## src/rtl/tmr_tick_pkg.sv

```systemverilog
package tmr_tick_pkg;

   // source codes; the numeric values are decoded by the top mux
   typedef enum logic [2:0] {
      SRC_HALT     = 3'b000,
      SRC_DIV1     = 3'b001,
      SRC_DIV8     = 3'b010,
      SRC_DIV64    = 3'b011,
      SRC_DIV256   = 3'b100,
      SRC_DIV1024  = 3'b101,
      SRC_EXT_FALL = 3'b110,
      SRC_EXT_RISE = 3'b111
   } tick_src_e;

   localparam int unsigned NUM_TAPS = 4;

   typedef int unsigned tap_list_t [NUM_TAPS];

   // log2 of the division ratios, ascending
   localparam tap_list_t DEFAULT_TAP_LOG2 = '{3, 6, 8, 10};

endpackage

```

## src/rtl/tmr_tick_prescaler.sv

```systemverilog
module tmr_tick_prescaler
   import tmr_tick_pkg::*;
#(
   parameter int unsigned CNT_W    = 10,
   parameter tap_list_t   TAP_LOG2 = DEFAULT_TAP_LOG2
) (
   input  logic                clk_i,
   input  logic                rst_ni,
   output logic [NUM_TAPS-1:0] tap_o
);

   localparam logic [CNT_W-1:0] CNT_ONE = {{(CNT_W-1){1'b0}}, 1'b1};

   logic [CNT_W-1:0] cnt_q;

   // elaboration-time parameter checks
   generate
      if (CNT_W < 1) begin : g_bad_width
         $error("tmr_tick_prescaler: CNT_W must be at least 1");
      end
      for (genvar t = 0; t < NUM_TAPS; t++) begin : g_tap_chk
         if (TAP_LOG2[t] > CNT_W || TAP_LOG2[t] < 1) begin : g_bad_tap
            $error("tmr_tick_prescaler: tap exceeds counter width");
         end
         if (t > 0) begin : g_order
            if (TAP_LOG2[t] <= TAP_LOG2[t-1]) begin : g_bad_order
               $error("tmr_tick_prescaler: taps must ascend");
            end
         end
      end
   endgenerate

   // free-running counter, never reloaded except by reset
   always_ff @(posedge clk_i or negedge rst_ni) begin
      if (!rst_ni) begin
         cnt_q <= '0;
      end else begin
         cnt_q <= cnt_q + CNT_ONE;
      end
   end

   // one decode per ratio: low bits all zero
   generate
      for (genvar t = 0; t < NUM_TAPS; t++) begin : g_tap
         localparam logic [CNT_W-1:0] MASK = CNT_W'((64'd1 << TAP_LOG2[t]) - 64'd1);
         assign tap_o[t] = ((cnt_q & MASK) == '0);
      end
   endgenerate


   fastest_tap_single_chk: assert property (@(posedge clk_i) disable iff (!rst_ni)
      tap_o[0] |=> !tap_o[0]);

   generate
      for (genvar t = 1; t < NUM_TAPS; t++) begin : g_nest_chk

         tap_nesting_chk: assert property (@(posedge clk_i) disable iff (!rst_ni)
            tap_o[t] |-> tap_o[t-1]);
      end
   endgenerate

endmodule

```

## src/rtl/tmr_tick_extsync.sv

```systemverilog
module tmr_tick_extsync #(
   parameter int unsigned SYNC_STAGES = 2
) (
   input  logic clk_i,
   input  logic rst_ni,
   input  logic pin_i,
   output logic rise_o,
   output logic fall_o
);

   logic [SYNC_STAGES-1:0] sync_q;
   logic                   prev_q;
   logic                   level;

   generate
      if (SYNC_STAGES < 2) begin : g_bad_stages
         $error("tmr_tick_extsync: need at least two synchronizer stages");
      end
   endgenerate

   // synchronizer chain, stage 0 samples the pin
   always_ff @(posedge clk_i or negedge rst_ni) begin
      if (!rst_ni) begin
         sync_q <= '0;
      end else begin
         sync_q[0] <= pin_i;
         for (int s = 1; s < SYNC_STAGES; s++) begin
            sync_q[s] <= sync_q[s-1];
         end
      end
   end

   assign level = sync_q[SYNC_STAGES-1];

   // one-flop history for edge detection
   always_ff @(posedge clk_i or negedge rst_ni) begin
      if (!rst_ni) begin
         prev_q <= 1'b0;
      end else begin
         prev_q <= level;
      end
   end

   assign rise_o = level & ~prev_q;
   assign fall_o = ~level & prev_q;


   edge_exclusive_chk: assert property (@(posedge clk_i) disable iff (!rst_ni)
      !(rise_o && fall_o));


   rise_single_chk: assert property (@(posedge clk_i) disable iff (!rst_ni)
      rise_o |=> !rise_o);


   fall_single_chk: assert property (@(posedge clk_i) disable iff (!rst_ni)
      fall_o |=> !fall_o);

endmodule

```

## src/rtl/tmr_tick_gen.sv

```systemverilog
module tmr_tick_gen
   import tmr_tick_pkg::*;
#(
   parameter int unsigned PRESC_W     = 10,
   parameter int unsigned SYNC_STAGES = 2,
   parameter tap_list_t   TAP_LOG2    = DEFAULT_TAP_LOG2
) (
   input  logic       clk_i,
   input  logic       rst_ni,
   input  logic [2:0] sel_i,
   input  logic       ext_pin_i,
   output logic       tick_o
);

   tick_src_e           src;
   logic [NUM_TAPS-1:0] tap;
   logic                ext_rise;
   logic                ext_fall;
   logic                tick_d;
   logic                tick_q;

   assign src = tick_src_e'(sel_i);

   tmr_tick_prescaler #(
      .CNT_W    (PRESC_W),
      .TAP_LOG2 (TAP_LOG2)
   ) presc_i (
      .clk_i  (clk_i),
      .rst_ni (rst_ni),
      .tap_o  (tap)
   );

   tmr_tick_extsync #(
      .SYNC_STAGES (SYNC_STAGES)
   ) ext_i (
      .clk_i  (clk_i),
      .rst_ni (rst_ni),
      .pin_i  (ext_pin_i),
      .rise_o (ext_rise),
      .fall_o (ext_fall)
   );

   // source mux
   always_comb begin
      unique case (src)
         SRC_HALT:     tick_d = 1'b0;
         SRC_DIV1:     tick_d = 1'b1;
         SRC_DIV8:     tick_d = tap[0];
         SRC_DIV64:    tick_d = tap[1];
         SRC_DIV256:   tick_d = tap[2];
         SRC_DIV1024:  tick_d = tap[3];
         SRC_EXT_FALL: tick_d = ext_fall;
         SRC_EXT_RISE: tick_d = ext_rise;
         default:      tick_d = 1'b0;
      endcase
   end

   always_ff @(posedge clk_i or negedge rst_ni) begin
      if (!rst_ni) begin
         tick_q <= 1'b0;
      end else begin
         tick_q <= tick_d;
      end
   end

   assign tick_o = tick_q;


   halt_no_tick_chk: assert property (@(posedge clk_i) disable iff (!rst_ni)
      (sel_i == 3'b000) |=> !tick_o);


   div1_every_cycle_chk: assert property (@(posedge clk_i) disable iff (!rst_ni)
      (sel_i == 3'b001) |=> tick_o);


   rise_to_tick_chk: assert property (@(posedge clk_i) disable iff (!rst_ni)
      (sel_i == 3'b111 && ext_rise) |=> tick_o);


   fall_to_tick_chk: assert property (@(posedge clk_i) disable iff (!rst_ni)
      (sel_i == 3'b110 && ext_fall) |=> tick_o);


   div8_spacing_chk: assert property (@(posedge clk_i) disable iff (!rst_ni)
      (sel_i == 3'b010 && $past(sel_i) == 3'b010 && tick_o) |=> !tick_o);

endmodule

```

## config.mk

```make
export PLATFORM = sky130hd
export DESIGN_NAME = tmr_tick_gen
export DESIGN_NICKNAME = d
export VERILOG_FILES = /design/src/rtl/tmr_tick_pkg.sv /design/src/rtl/tmr_tick_prescaler.sv /design/src/rtl/tmr_tick_extsync.sv /design/src/rtl/tmr_tick_gen.sv
export SDC_FILE = /design/constraint.sdc
export NUM_CORES = 1
export LEC_CHECK = 0
export ABC_AREA = 1
export BUFFER_PORTS_ARGS = -buffer_cell sky130_fd_sc_hd__buf_2
export CELL_PAD_IN_SITES_DETAIL_PLACEMENT = 1
export CELL_PAD_IN_SITES_GLOBAL_PLACEMENT = 2
export CORE_MARGIN = 5
export CORE_UTILIZATION = 33
export CTS_CLUSTER_DIAMETER = 40
export DETAILED_ROUTE_END_ITERATION = 10
export PLACE_DENSITY_LB_ADDON = 0.1
export SLEW_MARGIN = 5
export SYNTH_ARGS = -nofsm -noshare
export SYNTH_HDL_FRONTEND = slang
export SYNTH_SLANG_ARGS = --single-unit
```

## constraint.sdc

```tcl
create_clock -name clk_i -period 1.54 [get_ports clk_i]
set_clock_uncertainty 0.1 [all_clocks]
set_input_delay 0.308 -clock clk_i [delete_from_list [all_inputs] [get_ports clk_i]]
set_output_delay 0.308 -clock clk_i [all_outputs]
set_load 0.01 [all_outputs]
```

### Yosys cells after proc, flatten, opt, wreduce, memory -nomap -nowiden

Index checks and enable logic that the tools add are counted.

| word-level totals | value |
|---|---|
| logic and storage cells | 22 |
| register bits after elaboration | 14 |
| input bits | 6 |

| cells by class | value |
|---|---|
| add/subtract/negate cells | 1 |
| equal/unequal tests | 7 |
| reductions and logical operators | 5 |
| bitwise operators | 4 |
| mux-type cells | 1 |

Operators by type and width:

| cell | count |
|---|---|
| 10-bit zero test | 4 |
| 3-bit equality test (second input constant) | 4 |
| 10-bit by 1-bit adder with 10-bit output (second input constant) | 1 |
| 1-bit one-hot mux with 8 select lines | 1 |
| 3-bit by 2-bit equality test with 1-bit output (second input constant) | 2 |
| 3-bit by 1-bit equality test with 1-bit output (second input constant) | 1 |
| 3-bit zero test | 1 |
| 1-bit bitwise AND | 2 |
| 1-bit inverter | 2 |

### Logic depth before layout (Yosys ltp)

Gate-level depths: netlist (run 1).

| depth | value |
|---|---|
| depth after elaboration | 3 |
| gate-level depth with buffers | 8 |
| mapped depth without buffers | 8 |

### Hierarchy

Synthesis (run 1) repeated with hierarchy kept, for this count alone.

| second synthesis, totals | value |
|---|---|
| cells, all modules | 89 |
| area, all modules | 700.7 um^2 |

By module, submodules not included:

| module | area an instance (um^2) | cells each | instances |
|---|---|---|---|
| tmr_tick_prescaler | 515.5 | 64 | 1 |
| tmr_tick_gen | 95.1 | 18 | 1 |
| tmr_tick_extsync | 90.1 | 7 | 1 |

### Worst setup path after synthesis (run 1)

OpenSTA, ideal clock, no wires.

| timing | value |
|---|---|
| path kind | flip-flop to flip-flop |
| from | reg presc_i.cnt_q[0] |
| to | reg presc_i.cnt_q[8] |
| arrival time | 0.971 ns |
| stages on the path, launching flop included | 7 |
| data required time | 1.317 ns |
| slack | 0.346 ns |
| path through | dfrtp_1 > ha_1 > nand2_1 > inv_1 > nand2_1 > nor2_2 > xor2_1 |

| on the way | value |
|---|---|
| word-level cells in the longest chain between the ends | 1 |

RTL lines:

| element | RTL line | source |
|---|---|---|
| start: declaration | tmr_tick_prescaler.sv:14 | `logic [CNT_W-1:0] cnt_q;` |
| start signal: assignment | tmr_tick_prescaler.sv:38 | `cnt_q <= cnt_q + CNT_ONE;` |
| 10-bit by 1-bit adder with 10-bit output | tmr_tick_prescaler.sv:38 |  |

No other way between the ends.

### Worst setup path in the final report (run 1)

Same ends and word-level chain as after synthesis.

==> flow_summary_export.csv, run 1 <==
group,metric,value,unit
clock_tree,cts_tree,"yes",
sta,finalSetupViolations,0,
critical_path,cp_slowest_stage_delay,0.41,ns
yosys,seq_area_frac_synth,0.5600,
yosys,yosys.cell_types.count,13,
clock_tree,ctsHtreeMaxLevel,1,
clock_tree,cts-root-to-sink-buffers,2,
sta,finalWorstPathRequiredPeriod,1.276,ns
finish,antennaDiodeCount,0,
critical_path,cpMostUsedCell,"nand2_1",
sta,final-hold-violation-count,0,
detailed_routing,avgViaCountPerCell,4.265,
yosys,synthesis.area,625.6,µm²
floorplan,ioPinCount,7,
place,post-dp-hpwl,866.6,µm
critical_path,cp_cell_sequence,"ha_1, nand2_1, inv_1, nand2_1, nor2_2, xor2_1",
critical_path,critPathLaunchType,"flip-flop",
clock_tree,clkTransAtPathRegs,0.08,ns
critical_path,worst_ep_required_time,1.60,ns
critical_path,cp.arrival,1.34,ns
finish,final_layout_size_suffix_gt1_frac,0.1558,
clock_tree,numClockSinks,14,
finish,layout_common_cells,"14 x dfrtp_1, 12 x nand2_1, 10 x inv_1, 10 x nor2_1, 6 x buf_2",
sta,grt_setup_unrepaired,"no",
clock_tree,cts_resized,0,
grt,groute.usage.overall,0.1040,
detailed_routing,route.detailed.drc,0,
yosys,synthCells,67,
critical_path,timing.setup.critical_path_class,"reg2reg",
yosys,ys.warnings.count,0,
place,io_buffers,6,
power_and_ir_drop,vdd_ir_drop_max,0.3473,mV
place,placed_cell_area,686.9,µm²
critical_path,critical_path_peak_fanout,3,
grt,overflow,0,
critical_path,worst-r2r-cell-count,6,
sta,fmax,784.0,MHz
grt,grt_antenna_before_repair,0,
outcome,run_status,"completed",
finish,postLayoutCellArea,719.4,µm²
detailed_routing,antenna_left,0,
yosys,post_synthesis_average_cell_area,9.337,µm²
yosys,postSynthNetCount,75,
critical_path,crit_buf_inv,1,
clock_tree,cts.repair_timing.setup_buffer_count,0,
power_and_ir_drop,power_leakage,0.3401,nW
yosys,synth-seq-cells,14,
critical_path,endpoint_kind,"flip-flop",
sta,tns,0,ns
floorplan,coreArea,0.001764,mm²
floorplan,fp.dieArea,0.002867,mm²
hold_path,worst_hold_startpoint,"ext_pin_i",
hold_path,hold-path-endpoint,"ext_i.sync_q[0]",
sta,maxSlewHeadroom,0.7892,
critical_path,worst_r2r_dst,"presc_i.cnt_q[8]",
detailed_routing,postRouteWirelength,1.062,mm
grt,maximum_number_of_pins_on_one_net_before_global_route_repair,15,
finish,layout_commonest_cell,"dfrtp_1",
critical_path,setup_slack_of_the_worst_register_to_register_path,0.26,ns
finish,area.growth.synth_to_final,15.00,%
critical_path,kind_of_cell_with_the_highest_combined_delay_on_the_critical_path,"flip-flops",
finish,design.final.nets,87,
sta,drv_slew,0,
sta,fin_crit_sh,0.8283,
hold_path,timing.hold.worst.class,"in2reg",
sta,timing_worst_slew_pin_value,0.3163,ns
detailed_routing,drt_iter0_markers,5,
sta,hold_ws,0.04275,ns
flow_run,maxCapViolations,0,
detailed_routing,avgRoutedWirePerCell,10.41,µm
detailed_routing,dr_total_vias,435,
floorplan,row_count,15,
grt,first_global_vias,484,
grt,wire_length_of_the_first_global_routing_pass,2.104,mm
hold_path,min_delay_path_depth,1,
critical_path,critPathSlowestCell,"dfrtp_1",
floorplan,die_h,53.54,µm
place,routabilityCongestion,0.7149,
clock_tree,clock_insertion_delay_worst_skew,0.27,ns
floorplan,dieWidth,53.54,µm
floorplan,floorplan.initialDensity,0.3546,
detailed_routing,dr.pass1.iters,3,
critical_path,rr_startpoint,"presc_i.cnt_q[0]",
clock_tree,cts_root_buffer,"clkbuf_4",
clock_tree,cts-buffers-inserted,3,
power_and_ir_drop,powerDensity,840.4,mW/mm²
-- per-stage QoR --
step	setup slack [ns]	instances	utilization	total power, mW
after floorplan	0.3464	67	-	0.3938
after global placement	0.2657	98	0.3894	0.4140
after detailed placement	0.2591	98	0.3894	0.4141
after CTS	0.2554	102	0.4078	0.6194
after global routing	0.1230	102	0.4078	0.6474
final	0.2644	102	0.4078	0.6047
-- metal layers --
metal  global-route usage  part of all wire
met5                    0                 0
met4              0.06383            0.0094
met3              0.02493             0.026
met2               0.1551              0.49
met1               0.1349              0.47
-- registers in the layout (all words and copies together), names as in the netlist --
| register | cells |
|---|---|
| presc_i.cnt_q | 10 |
| ext_i.sync_q | 2 |
| ext_i.prev_q | 1 |
| tick_o | 1 |
-- Yosys cell counts, drive strengths merged --
cell type,count,share of area
xor2,5,0.070
o21ai,2,0.016
inv,10,0.060
a21oi,1,0.0080
or2,1,0.010
nand3,6,0.056
ha,2,0.040
nor2,12,0.080
dfrtp,14,0.56
nand2,12,0.072
xnor2,2,0.028
-- worst max-delay path by stage --
stage / start / to / depth (start not counted)
4_1_cts: presc_i.cnt_q[0] / presc_i.cnt_q[8] / 6
6_report: presc_i.cnt_q[0] / presc_i.cnt_q[8] / 6
5_1_grt: presc_i.cnt_q[0] / tick_o / 8
2_1_floorplan: presc_i.cnt_q[0] / presc_i.cnt_q[8] / 6
3_5_place_dp: presc_i.cnt_q[0] / presc_i.cnt_q[8] / 6
3_3_place_gp: presc_i.cnt_q[0] / presc_i.cnt_q[8] / 6
-- final cells by class --
class	count	area, µm²
multi-input combinational	43	237.7
sequential	14	350.3
tap	25	31.28
timing repair buffer	7	40.04
inverter	10	37.54
clock buffer	3	22.52
fill	222	1045
-- power breakdown --
part	internal (mW)	switching, mW	total [mW]
clock	0.0903	0.107	0.198
combinational	0.0124	0.0188	0.0312
sequential	0.374	0.00238	0.376
total	0.476	0.128	0.605
-- kinds of logic (layout without fill, tap and decap cells) --
group | count (synthesis) | after routing | share of synthesized area
buffers and inverters | 10 | 20 | 0.06001
adders and majority gates | 2 | 2 | 0.03999
AOI/OAI and AO/OA | 3 | 3 | 0.02399
and+or+nand+nor | 31 | 31 | 0.2180
xor gates and xnor gates | 7 | 7 | 0.09800
DFF | 14 | 14 | 0.5600
-- timing repair --
| action | CTS | global route |
|---|---|---|
| hold buffers | 1 | 0 |
| endpoints found under the setup margin | 0 | 0 |
| endpoints found under the hold margin | 14 | 0 |
-- worst register-to-register path: cells and delay by family (launching register included) --
| family | cells | cell delay, ns |
|---|---|---|
| flops | 1 | 0.41 |
| simple gates | 3 | 0.25 |
| fa+ha+maj | 1 | 0.22 |
| xor+xnor | 1 | 0.13 |
| buf+inv | 1 | 0.06 |
No activity file was read; power rests on OpenSTA's default activity.
==> run 2: changes to the inputs <==
Clock period 1.54 ns to 1.2 ns, I/O delays scaled along.
==> run 2 against run 1 <==
  * Critical path depth did not move
  * Clock-buffer cell count unchanged
  * Non-clock buffer count grew 11
  * Register-to-register slack got worse by 0.26 ns
  * Combinational power grew 41%
  * Total power is 28% higher
  * Wire length grew 19%
  * Fmax increased by 6.9%
  * Sequential share of layout area is 9.1 points lower
  * Flip-flop and latch count is the same
  * Final cell count is 11% higher
  * Via count up 12%
  * Largest cell class unchanged
==> flow_summary_export.csv, run 2 (same netlist as run 1, synthesis figures left out) <==
group,metric,value,unit
clock_tree,cts-buffers-inserted,3,
clock_tree,cts_root_buffer,"clkbuf_4",
floorplan,floorplan.initialDensity,0.3546,
outcome,run_status,"completed",
place,io_buffers,6,
power_and_ir_drop,p_total,0.7732,mW
sta,finalWorstPathRequiredPeriod,1.193,ns
clock_tree,clkTransAtPathRegs,0.07,ns
finish,max_flop_register,"presc_i.cnt_q",
critical_path,critPathSlowestCell,"dfrtp_2",
floorplan,dieWidth,53.54,µm
finish,fillers,215,
sta,fin_crit_sh,0.9943,
finish,final_core_utilization,0.5050,
detailed_routing,antenna_left,0,
detailed_routing,route.detailed.drc,0,
finish,area.growth.synth_to_final,42.40,%
sta,drv_slew,0,
floorplan,die_h,53.54,µm
detailed_routing,dr_total_vias,486,
sta,timing_worst_slew_pin_value,0.3245,ns
finish,largest_register_ffs,10,
detailed_routing,avgRoutedWirePerCell,11.22,µm
finish,layout_common_cells,"12 x dfrtp_1, 10 x nand2_1, 9 x nor2_1, 9 x buf_4, 7 x inv_1",
clock_tree,numClockSinks,14,
critical_path,cp_slowest_stage_delay,0.45,ns
sta,final-hold-violation-count,0,
critical_path,cp.arrival,1.30,ns
critical_path,critical_path_peak_fanout,3,
hold_path,worst_hold_startpoint,"sel_i[2]",
detailed_routing,drt_iter0_markers,2,
clock_tree,cts_tree,"yes",
critical_path,crit_path_start,"presc_i.cnt_q[0]",
grt,groute.usage.overall,0.1167,
floorplan,fp.dieArea,0.002867,mm²
grt,maximum_number_of_pins_on_one_net_before_global_route_repair,15,
finish,sequential_cell_area,352.8,µm²
detailed_routing,dr.pass1.iters,2,
power_and_ir_drop,power_leakage,0.4040,nW
critical_path,cp_cell_sequence,"inv_2, ha_4, nand3_1, a21oi_1, o21ai_1, nand2_1",
grt,first_global_vias,529,
finish,multi_input_comb_area,317.8,µm²
place,post-dp-hpwl,947.2,µm
hold_path,timing.hold.worst.class,"in2reg",
critical_path,critPathLaunchType,"flip-flop",
finish,antennaDiodeCount,0,
grt,overflow,0,
finish,layout_commonest_cell,"dfrtp_1",
floorplan,ioPinCount,7,
clock_tree,clock_insertion_delay_worst_skew,0.26,ns
sta,fmax,838.1,MHz
critical_path,rr_startpoint,"presc_i.cnt_q[0]",
floorplan,row_count,15,
critical_path,worst_ep_required_time,1.31,ns
critical_path,endpoint_kind,"flip-flop",
power_and_ir_drop,powerDensity,868.0,mW/mm²
sta,finalSetupViolations,0,
clock_tree,cts-root-to-sink-buffers,2,
sta,maxSlewHeadroom,0.7837,
finish,design.final.nets,98,
flow_run,maxCapViolations,0,
detailed_routing,avgViaCountPerCell,4.301,
clock_tree,ctsHtreeMaxLevel,1,
detailed_routing,postRouteWirelength,1.268,mm
finish,biggestRegsByFlops,"presc_i.cnt_q x10, ext_i.sync_q x2",
place,routabilityCongestion,0.6869,
grt,grt_antenna_before_repair,0,
power_and_ir_drop,vdd_ir_drop_max,0.5166,mV
floorplan,coreArea,0.001764,mm²
grt,wire_length_of_the_first_global_routing_pass,2.318,mm
sta,hold_ws,0.09164,ns
finish,final_layout_size_suffix_gt1_frac,0.4091,
sta,grt_setup_unrepaired,"yes",
critical_path,timing.setup.critical_path_class,"reg2reg",
run 2: cell types whose count changed in the layout (fill, tap and decap cells not counted), sizes merged:
| cell | previous run | this run |
|---|---|---|
| dlygate4sd3 | 1 | 2 |
| buf | 6 | 16 |
run 2: metrics by stage:
step                setup TNS, ns  instances  setup WS, ns  instance area, µm²
floorplan                       0         67      0.006419               625.6
global placement         -0.06603        105      -0.06211               739.5
detailed placement        -0.1137        105      -0.07223               739.5
CTS                      -0.06241        111      -0.03443               827.0
global route              -0.2452        113       -0.1103               890.9
finish                          0        113      0.006881               890.9
run 2: worst max-delay path: cells and delay by family (launching register included):
family	cells	cell delay, ns
flops	1	0.45
compound gates	2	0.21
simple gates	2	0.15
fa+ha+maj	1	0.14
buf+inv	1	0.09
run 2: timing repair:
item | CTS | global route
endpoints found under the hold margin | 15 | 0
buffers inserted | 1 | 2
hold buffers | 2 | 0
setup endpoints to repair | 3 | 7
resized for setup | 11 | 11
pin swaps | 3 | 6
run 2: routing by layer:
| layer | part of all wire | global-route usage | vias to the layer above | routed length (µm) |
|---|---|---|---|---|
| met5 | 0 | 0 | - | 0 |
| met4 | 0.013 | 0.06383 | 0 | 17 |
| met3 | 0.023 | 0.02493 | 2 | 29 |
| met2 | 0.52 | 0.1959 | 3 | 658 |
| met1 | 0.44 | 0.1379 | 235 | 563 |
| li1 | - | - | 246 | - |
run 2: layout make-up:
cell class / instances / area share
sequential: 14 / 0.3961
inverter: 10 / 0.04213
clock buffer: 3 / 0.02528
timing repair buffer: 18 / 0.1447
tap: 25 / 0.03511
multi-input combinational: 43 / 0.3567
run 2: path summary, 6_finish.rpt:
check,end,slack [ns],cells past startpoint
worst max-delay path,tick_o,0.007,6
worst min-delay path,tick_o,0.09,3
worst max register to register,tick_o,0.007,6
worst min register to register,ext_i.sync_q[1],0.26,0
max in group asynchronous,presc_i.cnt_q[1],0.44,2
min in group asynchronous,presc_i.cnt_q[3],0.30,2
run 2: power breakdown:
part,total (mW),switching (mW),internal [mW]
sequential,0.483,0.00325,0.479
clock,0.247,0.131,0.116
combinational,0.0440,0.0259,0.0181
total,0.773,0.160,0.613
